File: src/rtl/codec_seq_pkg.sv
package codec_seq_pkg;
  typedef enum logic [1:0] {ST_IDLE, ST_WAIT, ST_FIN} seq_st_e;
  typedef enum logic [1:0] {PH_CMD, PH_WR, PH_RX} seq_ph_e;
endpackage

File: src/rtl/codec_cmd_fmt.sv
module codec_cmd_fmt #(
  parameter int DW = 16,
  parameter int PW = 4,
  parameter int AW = 6
) (
  input  logic          rd_i,
  input  logic [PW-1:0] page_i,
  input  logic [AW-1:0] addr_i,
  output logic [DW-1:0] cmd_o
);
  localparam int PAD = DW - 1 - PW - AW;

  generate
    if (PAD > 0) begin : g_pad
      assign cmd_o = {rd_i, page_i, addr_i, {PAD{1'b0}}};
    end else begin : g_nopad
      assign cmd_o = {rd_i, page_i, addr_i};
    end
  endgenerate
endmodule

File: src/rtl/codec_burst_ctr.sv
module codec_burst_ctr #(
  parameter int CW = 6
) (
  input  logic          clk_i,
  input  logic          rst_ni,
  input  logic          load_i,
  input  logic [CW-1:0] cnt_i,
  input  logic          dec_i,
  output logic          last_o
);
  logic [CW-1:0] rem_q;

  always_ff @(posedge clk_i or negedge rst_ni) begin
    if (!rst_ni)     rem_q <= '0;
    else if (load_i) rem_q <= cnt_i;
    else if (dec_i)  rem_q <= rem_q - 1'b1;
  end

  assign last_o = (rem_q == CW'(1));

  // never count below zero
  p_no_underflow_r3: assert property (@(posedge clk_i) disable iff (!rst_ni)
    dec_i |-> (rem_q != '0));
endmodule

File: src/rtl/codec_seq_fsm.sv
module codec_seq_fsm
  import codec_seq_pkg::*;
#(
  parameter int DW = 16
) (
  input  logic          clk_i,
  input  logic          rst_ni,
  input  logic          req_i,
  input  logic          req_rd_i,
  input  logic          cnt_zero_i,
  input  logic [DW-1:0] cmd_i,
  input  logic [DW-1:0] wdata_i,
  input  logic          last_i,
  input  logic          frm_done_i,
  input  logic [DW-1:0] frm_rx_i,
  output logic          ready_o,
  output logic          accept_o,
  output logic          rx_done_o,
  output logic          done_o,
  output logic          cs_o,
  output logic          frm_start_o,
  output logic [DW-1:0] frm_tx_o,
  output logic          frm_rx_en_o,
  output logic          rd_valid_o,
  output logic [DW-1:0] rd_data_o
);
  seq_st_e       st_q;
  seq_ph_e       ph_q;
  logic          rd_q, cs_q, start_q, rxen_q, rdv_q;
  logic [DW-1:0] wd_q, tx_q, rdata_q;

  assign ready_o   = (st_q == ST_IDLE);
  assign accept_o  = ready_o && req_i;
  assign rx_done_o = (st_q == ST_WAIT) && frm_done_i && (ph_q == PH_RX);
  assign done_o    = (st_q == ST_FIN);

  always_ff @(posedge clk_i or negedge rst_ni) begin
    if (!rst_ni) begin
      st_q    <= ST_IDLE;
      ph_q    <= PH_CMD;
      rd_q    <= 1'b0;
      wd_q    <= '0;
      cs_q    <= 1'b0;
      start_q <= 1'b0;
      tx_q    <= '0;
      rxen_q  <= 1'b0;
      rdv_q   <= 1'b0;
      rdata_q <= '0;
    end else begin
      start_q <= 1'b0;
      rdv_q   <= 1'b0;
      unique case (st_q)
        ST_IDLE: if (req_i) begin
          rd_q <= req_rd_i;
          wd_q <= wdata_i;
          if (req_rd_i && cnt_zero_i) begin
            st_q <= ST_FIN;            // empty burst: no select
          end else begin
            st_q    <= ST_WAIT;
            ph_q    <= PH_CMD;
            cs_q    <= 1'b1;
            start_q <= 1'b1;
            tx_q    <= cmd_i;
            rxen_q  <= 1'b0;
          end
        end
        ST_WAIT: if (frm_done_i) begin
          unique case (ph_q)
            PH_CMD: begin
              start_q <= 1'b1;
              if (rd_q) begin
                ph_q   <= PH_RX;
                tx_q   <= '0;
                rxen_q <= 1'b1;
              end else begin
                ph_q <= PH_WR;
                tx_q <= wd_q;
              end
            end
            PH_WR: begin
              cs_q <= 1'b0;
              st_q <= ST_FIN;
            end
            PH_RX: begin
              rdv_q   <= 1'b1;
              rdata_q <= frm_rx_i;
              if (last_i) begin
                cs_q <= 1'b0;
                st_q <= ST_FIN;
              end else begin
                start_q <= 1'b1;
              end
            end
            default: st_q <= ST_IDLE;
          endcase
        end
        ST_FIN:  st_q <= ST_IDLE;
        default: st_q <= ST_IDLE;
      endcase
    end
  end

  assign cs_o        = cs_q;
  assign frm_start_o = start_q;
  assign frm_tx_o    = tx_q;
  assign frm_rx_en_o = rxen_q;
  assign rd_valid_o  = rdv_q;
  assign rd_data_o   = rdata_q;

  p_start_cs_r4: assert property (@(posedge clk_i) disable iff (!rst_ni)
    frm_start_o |-> cs_o);
  p_single_start_r8: assert property (@(posedge clk_i) disable iff (!rst_ni)
    frm_start_o |=> !frm_start_o);
  p_done_release_r7: assert property (@(posedge clk_i) disable iff (!rst_ni)
    done_o |-> !cs_o);
  p_done_pulse_r7: assert property (@(posedge clk_i) disable iff (!rst_ni)
    done_o |=> !done_o);
  p_busy_ready_r6: assert property (@(posedge clk_i) disable iff (!rst_ni)
    cs_o |-> !ready_o);
  p_zero_skip_r5: assert property (@(posedge clk_i) disable iff (!rst_ni)
    (accept_o && req_rd_i && cnt_zero_i) |=> (done_o && !cs_o));
  p_rx_quiet_r3: assert property (@(posedge clk_i) disable iff (!rst_ni)
    (frm_start_o && frm_rx_en_o) |-> (frm_tx_o == '0));
endmodule

File: src/rtl/codec_seq.sv
module codec_seq #(
  parameter int DW = 16,
  parameter int PW = 4,
  parameter int AW = 6,
  parameter int CW = 6
) (
  input  logic          clk_i,
  input  logic          rst_ni,
  input  logic          req_i,
  output logic          req_ready_o,
  input  logic          req_rd_i,
  input  logic [PW-1:0] req_page_i,
  input  logic [AW-1:0] req_addr_i,
  input  logic [DW-1:0] req_wdata_i,
  input  logic [CW-1:0] req_cnt_i,
  output logic          rd_valid_o,
  output logic [DW-1:0] rd_data_o,
  output logic          done_o,
  output logic          frm_start_o,
  output logic [DW-1:0] frm_tx_o,
  output logic          frm_rx_en_o,
  input  logic          frm_done_i,
  input  logic [DW-1:0] frm_rx_i,
  output logic          cs_o
);
  localparam int PAD = DW - 1 - PW - AW;

  logic [DW-1:0] cmd;
  logic          accept, rx_done, last;

  codec_cmd_fmt #(.DW(DW), .PW(PW), .AW(AW)) u_fmt (
    .rd_i   (req_rd_i),
    .page_i (req_page_i),
    .addr_i (req_addr_i),
    .cmd_o  (cmd)
  );

  codec_burst_ctr #(.CW(CW)) u_ctr (
    .clk_i  (clk_i),
    .rst_ni (rst_ni),
    .load_i (accept),
    .cnt_i  (req_cnt_i),
    .dec_i  (rx_done),
    .last_o (last)
  );

  codec_seq_fsm #(.DW(DW)) u_fsm (
    .clk_i       (clk_i),
    .rst_ni      (rst_ni),
    .req_i       (req_i),
    .req_rd_i    (req_rd_i),
    .cnt_zero_i  (req_cnt_i == '0),
    .cmd_i       (cmd),
    .wdata_i     (req_wdata_i),
    .last_i      (last),
    .frm_done_i  (frm_done_i),
    .frm_rx_i    (frm_rx_i),
    .ready_o     (req_ready_o),
    .accept_o    (accept),
    .rx_done_o   (rx_done),
    .done_o      (done_o),
    .cs_o        (cs_o),
    .frm_start_o (frm_start_o),
    .frm_tx_o    (frm_tx_o),
    .frm_rx_en_o (frm_rx_en_o),
    .rd_valid_o  (rd_valid_o),
    .rd_data_o   (rd_data_o)
  );

  // a transaction opens with a transmit-only frame whose low field is clear
  p_cmd_first_r1: assert property (@(posedge clk_i) disable iff (!rst_ni)
    $rose(cs_o) |-> (frm_start_o && !frm_rx_en_o && (frm_tx_o[PAD-1:0] == '0)));
endmodule

File: config.mk
export PLATFORM = sky130hd
export DESIGN_NAME = codec_seq
export DESIGN_NICKNAME = d
export VERILOG_FILES = /design/src/rtl/codec_seq_pkg.sv /design/src/rtl/codec_cmd_fmt.sv /design/src/rtl/codec_burst_ctr.sv /design/src/rtl/codec_seq_fsm.sv /design/src/rtl/codec_seq.sv
export SDC_FILE = /design/constraint.sdc
export NUM_CORES = 1
export LEC_CHECK = 0
export BUFFER_PORTS_ARGS = -buffer_cell sky130_fd_sc_hd__buf_2
export CAP_MARGIN = 10
export CORE_ASPECT_RATIO = 0.9
export CORE_UTILIZATION = 50
export CTS_CLUSTER_SIZE = 25
export DETAILED_ROUTE_END_ITERATION = 10
export PLACE_DENSITY = 0.91
export SLEW_MARGIN = 20
export SYNTH_ARGS = -nofsm -noshare
export SYNTH_HDL_FRONTEND = slang
export SYNTH_SLANG_ARGS = --single-unit
File: constraint.sdc
create_clock -name clk_i -period 1.95 [get_ports clk_i]
set_input_delay 0.0975 -clock clk_i [delete_from_list [all_inputs] [get_ports clk_i]]
set_output_delay 0.0975 -clock clk_i [all_outputs]
set_load 0.01 [all_outputs]
## Word-level counts from Yosys, hierarchy flattened

Cells that the tools add are included.
Widths: inputs -> output; s select.

- Register bits after elaboration: 63
- Input bits: 53
- Output and inout port bits: 38
- Logic and storage cells: 81

- $add $sub $neg: 1
- Equality and inequality tests: 13
- Multiplexer cells: 41
- Reductions and logical operators: 15

Operator list:

| kind | count |
|---|---|
| $mux 16 | 5 |
| $pmux 16 s2 | 1 |
| $mux 2 | 9 |
| $mux 1 | 16 |
| $mux 6 | 2 |
| $reduce_and 6->1 | 2 |
| $ne 2x2->1 const B | 5 |
| $pmux 1 s2 | 5 |
| $pmux 2 s2 | 2 |
| $eq 6x1->1 const B | 1 |
| $logic_not 6->1 | 1 |
| $ne 3x3->1 const B | 2 |
| $pmux 2 s3 | 1 |
| $sub 6x1->6 const B | 1 |
| $reduce_and 5->1 | 1 |
| $eq 2x1->1 const B | 2 |
| $eq 2x2->1 const B | 2 |
| $logic_and 1x1->1 | 4 |
| $logic_not 2->1 | 2 |
| $reduce_and 4->1 | 1 |
| $reduce_bool 2->1 | 2 |
| $reduce_and 3->1 | 1 |
| $ne 2x1->1 const B | 1 |
| $reduce_and 2->1 | 1 |

## Logic depth before layout (Yosys ltp)

Gate-level depths: netlist (run 1).

- Word-level depth: 5
- Mapped depth: 8

## By module

A second synthesis (run 1) with hierarchy kept.

- Cells, all modules: 266
- Area, all modules: 3,128.0 µm²

By module, submodules not included:

| module | instances | cells an instance | area an instance (µm²) | seq. area each (µm²) |
|---|---|---|---|---|
| codec_seq_fsm | 1 | 210 | 2,623.8 | 1,426.4 |
| codec_burst_ctr | 1 | 37 | 362.8 | 150.1 |
| codec_cmd_fmt | 1 | 17 | 123.9 | 0.0 |
| codec_seq | 1 | 2 | 17.5 | 0.0 |

## Worst setup path after synthesis (run 1)

OpenSTA, ideal clock, no wires.

- Path type: reg-to-reg
- Start point: register u_ctr.rem_q[0]
- End point: register u_ctr.rem_q[5]
- Arrival time: 1,552 ps
- Required time: 1,824 ps
- Setup slack: 272 ps
- Cell stages (with the launch flop): 5
- Buffers on the path: 0
- Clock period less this slack: 1,678 ps
- Path through: dfrtp_1 > or3_4 > or3_1 > a21o_1 > a221o_1

- Longest elaborated chain between the ends: 3

RTL lines:

| item | line | RTL |
|---|---|---|
| from (decl) | codec_burst_ctr.sv:11 | `logic [CW-1:0] rem_q;` |
| from (signal assigned) | codec_burst_ctr.sv:15 | `else if (load_i) rem_q <= cnt_i;` |
| from (signal assigned) | codec_burst_ctr.sv:16 | `else if (dec_i) rem_q <= rem_q - 1'b1;` |
| $sub 6x1->6 | codec_burst_ctr.sv:16 |  |
| $mux 6 | codec_burst_ctr.sv:16 |  |
| $mux 6 | codec_burst_ctr.sv:15 |  |

No other way between the ends. The select of a mux whose other input is x is not followed.
A chain may end at the register's enable or synchronous reset.

## Final worst setup path (run 1)

Same ends and word-level chain as after synthesis.

==> key figures, run 1 <==
Run status
  – Run status: complete, no violations

STA
  – Slew @ Worst Pin: 0.511 ns
  – Slew margin rel.: 65.9%
  – Hold Slack: 0.0166 ns
  – RSZ-0062 raised after global routing: false
  – Worst Skew: 0.00574 ns
  – Final worst-path cycle share: 90.6%
  – Fin. Hold Viols: 0
  – Fmax: 566 MHz
  – Period minus WS final: 1.77 ns
  – Setup TNS: 0 ns
  – Final setup violation count: 0
  – Slew Limit Fails: 0

Placement
  – PortBufs: 90
  – Routability cong.: 0.896
  – Hpwl dp: 4500 um

Synth
  – Post-synthesis cell count: 277
  – Distinct cells, synth: 44
  – Yosys warning total: 0
  – Synth Register Bits: 63
  – Mean Syn Cell Area: 10.1 um^2
  – Post-synth EDFFs: 0
  – Post-synthesis sequential area ratio: 56.5%
  – FFs w/ async S/R, synth: 100%
  – Mapped cell area: 2790 um^2
  – Main synth FF type: dfrtp_1
  – Syn nets: 334

Routing
  – TritonRoute pass-1 iters: 4
  – Number of DRC markers in iteration 0: 69
  – Via/cell ratio: 5.18
  – Post-Route WL: 6970 um
  – DRC: 0
  – WL/cell: 14.5 um
  – Via Count: 2482
  – Antenna-violating nets left: 0

Floorplanning
  – Chip Width: 80.7 um
  – Total Die Area: 5880 um^2
  – Top Ports: 91
  – FP Rows: 25
  – Die H: 72.9 um
  – Core area: 5320 um^2
  – Initial Util: 52.4%

Global routing
  – Number of global-route vias before repair: 2526
  – Largest net degree at the start of global routing: 44
  – Total gr overflow: 0
  – Initial antenna violation count: 0
  – Global-route wire length before repair: 11500 um
  – Overall Global Routing Usage: 26.4%

Hold path
  – Worst hold path class: input pin to flip-flop

Finish
  – Share of layout cells above drive strength 1: 31.3%
  – Area Growth Syn to Fin: 38.4%
  – Total Nets Final: 466
  – Commonest non-fill, non-tap cell in the layout: nand2_1
  – Ant diodes: 0
  – Layout fillers: 389
  – Most frequent cells in the layout: nand2_1, buf_2, dfrtp_1

Setup path
  – CP max-delay cell: dfrtp_1
  – Worst path max stage delay: 0.43 ns
  – Worst setup path category: flip-flop to flip-flop
  – Top delay family on crit path: simple AND/OR/NAND/NOR gates
  – Critical path fanouts, max: 5
  – CP required: 2.16 ns
  – CP arrival: 1.98 ns
  – Critical Path Source Type: flip-flop
  – Buffers and inverters on the worst path: 0
  – CP Capture Type: flip-flop
  – CP Cell Sequence: or3_4, or3_1, a21o_1, a221o_1

Clock tree
  – Skew-Pair Late Insertion Delay: 0.33 ns
  – Clock sinks: 63
  – Clock-pin slew of the registers on the worst-case setup and hold paths: 0.06 ns
  – Clock Root Buffer: clkbuf_8
  – Setup bufs post-CTS: 0
  – Max H-tree Level: 3
  – TritonCTS clock tree: yes
  – Clk buf depth: 2
  – TritonCTS Buffers: 9

Flow run
  – Max_cap viols: 0

Pwr
  – Maximum VDD drop: 0.000774 V
  – Pwr Density: 1430 nW/um^2
  – Leakage power: 2.05 nW
## power by group
group	internal, mW	total, mW	leakage (nW)	switching, mW
Clock	0.613	1.06	0.0896	0.451
Combinational	1.05	2.22	1.17	1.17
Sequential	1.88	2.25	0.790	0.371
Total	3.54	5.53	2.05	1.99
## metal layers
layer / GRT usage (%) / wire (um) / up-vias
met5: 0 / 0 / -
met4: 6.35 / 80 / 0
met3: 9.25 / 384 / 7
met2: 47.3 / 3730 / 76
met1: 30.2 / 2770 / 1221
li1: - / - / 1178
## final cells by class
type	count	area, um^2	share of cell area, %
flip-flops and latches	63	1580	40.8
multi-input cells	191	1110	28.8
repair buffers	133	868	22.5
clock inverters	1	30.0	0.778
clock buffers	13	149	3.86
inverters	11	41.3	1.07
well taps	67	83.8	2.17
## cells in the mapped netlist, types with 2 or more instances
cell	instances	area share (%)
o21ai_0	2	0.36
o211ai_1	2	0.54
inv_1	11	1.5
a221o_1	2	0.72
mux2_2	9	3.6
nand3_1	2	0.36
nand2_1	112	15
dfrtp_1	63	57
mux2_1	3	1.2
mux2i_1	6	2.2
a22o_1	12	3.8
nor2b_1	2	0.45
nor2_1	7	0.94
buf_2	4	0.72
ha_1	4	1.8
nand2b_1	3	0.67
clkbuf_1	6	0.81
## metrics by stage
| step | total power, mW | instances | util, % | setup WS [ns] | cell area (um^2) |
|---|---|---|---|---|---|
| after floorplan | 3.61 | 277 | - | 0.272 | 2790 |
| after global placement | 4.28 | 432 | 63.0 | 0.222 | 3350 |
| after detailed placement | 4.42 | 432 | 63.0 | 0.112 | 3350 |
| after CTS | 5.56 | 479 | 72.6 | 0.105 | 3860 |
| after global routing | 5.93 | 479 | 72.6 | 0.0499 | 3860 |
| final | 5.53 | 479 | 72.6 | 0.183 | 3860 |
## path summary, 6_finish.rpt
kind,from,end,slack [ns],cells past startpoint
worst max-delay path,u_ctr.rem_q[0],u_ctr.rem_q[5],0.18,4
worst min-delay path,req_cnt_i[5],u_ctr.rem_q[5],0.02,2
worst max register to register,u_ctr.rem_q[0],u_ctr.rem_q[5],0.18,4
worst min register to register,u_fsm.wd_q[15],u_fsm.wd_q[15],0.48,2
max in group asynchronous,rst_ni,u_fsm.frm_tx_o[5],1.08,3
min in group asynchronous,rst_ni,u_fsm.rd_data_o[3],0.28,2
## state kept, by name, summed over array words and instances, names as in the netlist
signal and cells:
u_fsm.ph_q 2, u_fsm.wd_q 16, u_fsm.cs_o 1, u_fsm.rd_data_o 16, u_fsm.frm_start_o 1, u_fsm.st_q 2
u_fsm.frm_tx_o 16, u_fsm.frm_rx_en_o 1, u_ctr.rem_q 6, u_fsm.rd_valid_o 1, u_fsm.rd_q 1
## logic make-up after synthesis
| kind of cell | Yosys count | share of synthesized area [%] |
|---|---|---|
| simple gates | 138 | 21.3 |
| flops | 63 | 56.5 |
| compound gates | 30 | 9.29 |
| buf+inv | 23 | 3.81 |
| mux | 18 | 7.00 |
| fa+ha+maj | 4 | 1.79 |
| xor+xnor | 1 | 0.314 |
## repair_timing
item                                   in CTS  in global routing
hold buffers                               33                  0
endpoints found under the hold margin      52                  0
setup endpoints to repair                   0                  4
resized for setup                           0                  1
(Power assumes the default switching activity.)
==> run 2, diff against run 1 <==
- CORE_ASPECT_RATIO: 0.9 -> 0.6
==> run 2 against run 1 <==
The run now ends with DRC left. Sequential power barely moved. Count of clock-buffer cells in the layout fell by 3. First-iteration DRC count is 110% higher. Global-route usage rose by 0.46 points. Critical path type is now input pin to flip-flop. Critical endpoint is now u_fsm.frm_tx_o[13].
==> key figures, run 2 (synthesis results as in run 1) <==
Placement
  – PortBufs: 90 (unchanged)
  – Place WS: 0.0921 ns (-0.0201 ns)
  – Routability cong.: 0.941 (+4.9%)
  – Inst Count DP: 433 (+0.23%)
  – Hpwl dp: 4660 um (+3.5%)
  – Post-placement cell area: 3370 um^2 (+0.41%)

Global routing
  – Global-route wire length before repair: 11700 um (+2.4%)
  – Initial antenna violation count: 0 (unchanged)
  – Overall Global Routing Usage: 26.9% (+0.46 points)
  – Number of global-route vias before repair: 2469 (-2.3%)
  – Total gr overflow: 0 (unchanged)
  – Largest net degree at the start of global routing: 42 (-4.5%)

Clock tree
  – TritonCTS Buffers: 9 (unchanged)
  – Setup bufs post-CTS: 0 (unchanged)
  – Clock Root Buffer: clkbuf_8
  – Max H-tree Level: 3 (unchanged)
  – Skew-Pair Late Insertion Delay: 0.34 ns (about the same)
  – Clk buf depth: 2 (unchanged)
  – Clock sinks: 63 (unchanged)
  – Clock-pin slew of the registers on the worst-case setup and hold paths: 0.07 ns (about the same)
  – TritonCTS clock tree: yes

STA
  – Slew @ Worst Pin: 0.685 ns (+0.174 ns)
  – Fin. Hold Viols: 0 (unchanged)
  – Setup TNS: 0 ns (unchanged)
  – Period minus WS final: 1.78 ns (+0.00944 ns)
  – Fmax: 563 MHz (-0.53%)
  – RSZ-0062 raised after global routing: false
  – Final setup violation count: 0 (unchanged)
  – Final worst slack: 0.173 ns (-0.00944 ns)
  – Worst Skew: 0.0116 ns (+0.00586 ns)
  – Slew margin rel.: 54.2% (-12 points)
  – Final worst-path cycle share: 91.1% (+0.48 points)
  – Slew Limit Fails: 0 (unchanged)

Routing
  – Number of DRC markers in iteration 0: 144 (+110%)
  – DRC: 1 (+1)
  – Via/cell ratio: 5.13 (-1.0%)
  – Antenna-violating nets left: 0 (unchanged)
  – WL/cell: 15.3 um (+5.2%)
  – Via Count: 2482 (unchanged)
  – Post-Route WL: 7400 um (+6.3%)
  – TritonRoute pass-1 iters: 9 (+5)

Pwr
  – Pwr Density: 1470 nW/um^2 (+2.3%)
  – Leakage power: 2.09 nW (+1.8%)
  – Maximum VDD drop: 0.000842 V (+8.8%)
  – Total power: 5.78 mW (+4.5%)

Floorplanning
  – Total Die Area: 5890 um^2 (+0.16%)
  – Initial Util: 53.6% (+1.1 points)
  – FP Rows: 20 (-20%)
  – Chip Width: 98.4 um (+22%)
  – Die H: 59.9 um (-18%)
  – Top Ports: 91 (unchanged)
  – Core area: 5200 um^2 (-2.1%)

Run status
  – Failing checks: DRC
  – Run status: finished, violations left

Setup path
  – Critical path fanouts, max: 19 (+14)
  – CP Capture Type: flip-flop
  – Worst setup path category: input pin to flip-flop
  – CP arrival: 2.00 ns (+0.02 ns)
  – Critical Path Source Type: input pin
  – CP required: 2.17 ns (about the same)

Hold path
  – Worst hold path class: input pin to flip-flop

Finish
  – Area Growth Syn to Fin: 41.5%
  – Final instance area: 3950 um^2 (+2.2%)
  – Total Nets Final: 470 (+0.86%)
  – Most frequent cells in the layout: nand2_1, buf_2, dfrtp_1
  – Post-Layout Cell Count: 484 (+1.0%)
  – Share of layout cells above drive strength 1: 32.5% (+1.2 points)
  – Commonest non-fill, non-tap cell in the layout: nand2_1
  – Ant diodes: 0 (unchanged)

Flow run
  – Max_cap viols: 0 (unchanged)
## run 2: through the flow
| stage | hold slack (ns) | utilization [%] |
|---|---|---|
| 6_report | 0.0375 | 75.8 |
| 3_5_place_dp | 0.114 | 64.7 |
| 4_1_cts | 0.0283 | 75.8 |
| 5_1_grt | 0.0255 | 75.8 |
| 3_3_place_gp | 0.108 | 64.7 |
| 2_1_floorplan | -0.198 | - |
## run 2: repair_timing
item / 4_1_cts / 5_1_grt
hold buffers: 35 / 0
gates resized for setup: 0 / 1
hold endpoints to repair: 56 / 0
setup endpoints to repair: 0 / 3
## run 2: power by group
group          internal [mW]  switching [mW]
Sequential              1.88           0.375
Combinational           1.05            1.18
Clock                  0.761           0.532
## run 2: layer usage
layer  vias to the layer above  global-route usage [%]  part of all wire (%)
met1                      1182                    33.0                    44
met3                        10                    7.72                   6.6
met4                         0                    8.53                   1.1
met2                        99                    47.1                    48
met5                         -                       0                     0
li1                       1191                       -                     -
## run 2: worst max-delay path, cell delays in order
cell and delay (ns):
dlygate4sd3_1 0.52, buf_2 0.13, nor2_1 0.14, nand3_2 0.13, o21ai_4 0.57, mux2_2 0.40
## run 2: path summary, 6_finish.rpt
kind | endpoint | depth (start not counted) | start | slack, ns
min in group asynchronous | u_fsm.rd_data_o[8] | 2 | rst_ni | 0.28
hold reg to reg | u_fsm.wd_q[6] | 2 | u_fsm.wd_q[6] | 0.48
max in group asynchronous | u_fsm.wd_q[10] | 3 | rst_ni | 1.05
hold / removal | u_fsm.rd_q | 3 | req_rd_i | 0.04
setup reg to reg | u_fsm.frm_start_o | 6 | u_ctr.rem_q[1] | 0.19
setup / recovery | u_fsm.frm_tx_o[13] | 6 | req_cnt_i[5] | 0.17
## run 2: area by class of cell
type                       count  area (um^2)
sequential                    63         1580
inverter                      11         41.3
tap                           66         82.6
fill                         347         1260
clock inverter                 6         92.6
multi-input combinational    191         1110
timing repair buffer         137          903
clock buffer                  10          138
==> run 3, diff against run 2 <==
- CORE_MARGIN: unset -> 2
==> run 3 against run 2 <==
The run now ends clean. Cell area down 0.13%. Hold slack worse by 0.017 ns. Count of clock-buffer cells in the layout up 1. Largest cell class unchanged. Highest routed layer unchanged.
==> key figures, run 3 (synthesis results as in run 1) <==
Finish
  – Share of layout cells above drive strength 1: 32.7% (+0.16 points)
  – Multi-input gate area: 1110 um^2 (-0.56%)
  – Ant diodes: 0 (unchanged)
  – Total Nets Final: 471 (+0.21%)
  – Commonest non-fill, non-tap cell in the layout: nand2_1
  – Final core utilization: 72.1% (-3.7 points)
  – Sequential Area: 1580 um^2 (unchanged)
  – Layout fillers: 399 (+15%)
  – Most frequent cells in the layout: nand2_1, buf_2, dfrtp_1
  – Area Growth Syn to Fin: 41.3%

Floorplanning
  – Top Ports: 91 (unchanged)
  – Die H: 61.9 um (+3.3%)
  – FP Rows: 21 (+5.0%)
  – Total Die Area: 6210 um^2 (+5.4%)
  – Core area: 5470 um^2 (+5.0%)
  – Initial Util: 51.0% (-2.6 points)
  – Chip Width: 100 um (+2.0%)

Pwr
  – Pwr Density: 1470 nW/um^2 (+0.26%)
  – Maximum VDD drop: 0.000666 V (-21%)
  – Total power: 5.79 mW (+0.14%)
  – Leakage power: 2.09 nW (+0.24%)

Flow run
  – Max_cap viols: 0 (unchanged)

Clock tree
  – Setup bufs post-CTS: 0 (unchanged)
  – TritonCTS clock tree: yes
  – Clock-pin slew of the registers on the worst-case setup and hold paths: 0.07 ns (about the same)
  – Max H-tree Level: 3 (unchanged)
  – Skew-Pair Late Insertion Delay: 0.34 ns (about the same)
  – Clock Root Buffer: clkbuf_8
  – Clk buf depth: 2 (unchanged)
  – Clock sinks: 63 (unchanged)
  – TritonCTS Buffers: 9 (unchanged)

STA
  – Slew Limit Fails: 0 (unchanged)
  – Period minus WS final: 1.74 ns (-0.0415 ns)
  – Fin. Hold Viols: 0 (unchanged)
  – Final worst slack: 0.215 ns (+0.0415 ns)
  – Slew margin rel.: 62.9% (+8.7 points)
  – Slew @ Worst Pin: 0.556 ns (-0.128 ns)
  – Worst Skew: 0.00776 ns (-0.00384 ns)
  – Fmax: 576 MHz (+2.4%)
  – RSZ-0062 raised after global routing: false
  – Final setup violation count: 0 (unchanged)
  – Setup TNS: 0 ns (unchanged)
  – Final worst-path cycle share: 89.0% (-2.1 points)

Routing
  – DRC: 0 (-1)
  – Post-Route WL: 7240 um (-2.2%)
  – Via/cell ratio: 5.17 (+0.74%)
  – Antenna-violating nets left: 0 (unchanged)
  – Number of DRC markers in iteration 0: 145 (+0.69%)
  – Via Count: 2521 (+1.6%)
  – WL/cell: 14.8 um (-3.0%)
  – TritonRoute pass-1 iters: 4 (-5)

Setup path
  – Critical Path Source Type: flip-flop
  – CP Capture Type: flip-flop
  – Worst setup endpoint: u_ctr.rem_q[5]
  – R2R cell count: 4 (-2)
  – Critical path fanouts, max: 5 (-14)
  – FF-to-FF setup slack: 0.21 ns (+0.02 ns)
  – CP arrival: 1.96 ns (-0.04 ns)
  – R2R Path Start: u_ctr.rem_q[0]
  – Crit path from: u_ctr.rem_q[0]
  – Worst path max stage delay: 0.42 ns (-0.15 ns)
  – End of the worst register-to-register path: u_ctr.rem_q[5]
  – CP required: 2.18 ns (about the same)
  – CP Cell Sequence: or3_4, or3_1, a21o_1, a221o_1
  – CP max-delay cell: dfrtp_1
  – Worst setup path category: flip-flop to flip-flop

Global routing
  – Initial antenna violation count: 0 (unchanged)
  – Largest net degree at the start of global routing: 27 (-36%)
  – Global-route wire length before repair: 11300 um (-3.6%)
  – Number of global-route vias before repair: 2413 (-2.3%)
  – Overall Global Routing Usage: 24.4% (-2.5 points)
  – Total gr overflow: 0 (unchanged)

Placement
  – Routability cong.: 0.956 (+1.6%)
  – Place WS: 0.177 ns (+0.0853 ns)
  – Hpwl dp: 4770 um (+2.4%)
  – PortBufs: 90 (unchanged)

Hold path
  – Worst hold path class: input pin to flip-flop

Run status
  – Run status: complete, no violations
run 3: cell types whose count changed in the layout (fill, tap and decap cells not counted):
| cell | change |
|---|---|
| buf_4 | +2 |
| inv_6 | -1 |
| clkinvlp_4 | -1 |
| clkinv_2 | +1 |
| nor3b_4 | -1 |
| dlygate4sd3_1 | -1 |
| nor3b_2 | +1 |
| clkbuf_1 | +1 |
run 3: final cells by class:
class	instances	area share, %
Sequential cell	63	40.0
Multi-Input combinational cell	191	28.1
Timing Repair Buffer	138	23.0
Clock buffer	11	3.59
Tap cell	69	2.19
Clock inverter	5	2.06
Inverter	11	1.05
run 3: through the flow:
| stage | hold WS (ns) | cells | cell area [um^2] |
|---|---|---|---|
| 2_1_floorplan | -0.198 | 277 | 2790 |
| 3_3_place_gp | 0.110 | 438 | 3380 |
| 3_5_place_dp | 0.117 | 438 | 3380 |
| 4_1_cts | 0.0206 | 488 | 3940 |
| 5_1_grt | 0.0275 | 488 | 3940 |
| 6_report | 0.0204 | 488 | 3940 |
run 3: critical path: cells and delay by family, from the launching register on:
kind / cells / cell delay (ns)
simple gates: 2 / 0.74
compound gates: 2 / 0.47
flops: 1 / 0.42
run 3: how the worst min path moves through the flow:
stage,slack (ns),end,depth (start not counted),from
global route,0.03,u_fsm.rd_q,3,req_rd_i
detailed placement,0.12,u_fsm.frm_tx_o[9],1,rst_ni
floorplan,-0.20,u_ctr.rem_q[0],0,rst_ni
finish,0.02,u_fsm.rd_q,3,req_rd_i
CTS,0.02,u_ctr.rem_q[5],2,req_cnt_i[5]
global placement,0.11,u_fsm.frm_tx_o[9],1,rst_ni
run 3: metal layers:
| metal | GRT usage, % | vias to the layer above | wire length, um |
|---|---|---|---|
| li1 | - | 1188 | - |
| met1 | 32.0 | 1233 | 3180 |
| met2 | 40.2 | 87 | 3550 |
| met3 | 5.93 | 13 | 363 |
| met4 | 9.98 | 0 | 144 |
| met5 | 0 | - | 0 |
run 3: power by group:
part	internal (mW)	switching [mW]	leakage, nW	total [mW]
clock network	0.755	0.502	0.110	1.26
registers	1.88	0.375	0.790	2.26
logic	1.10	1.18	1.19	2.28
total	3.73	2.06	2.09	5.79
run 3: timing repair:
item	4_1_cts	5_1_grt
setup endpoints to repair	0	1
hold buffers	34	0
gates resized for setup	0	1
endpoints found under the hold margin	56	0
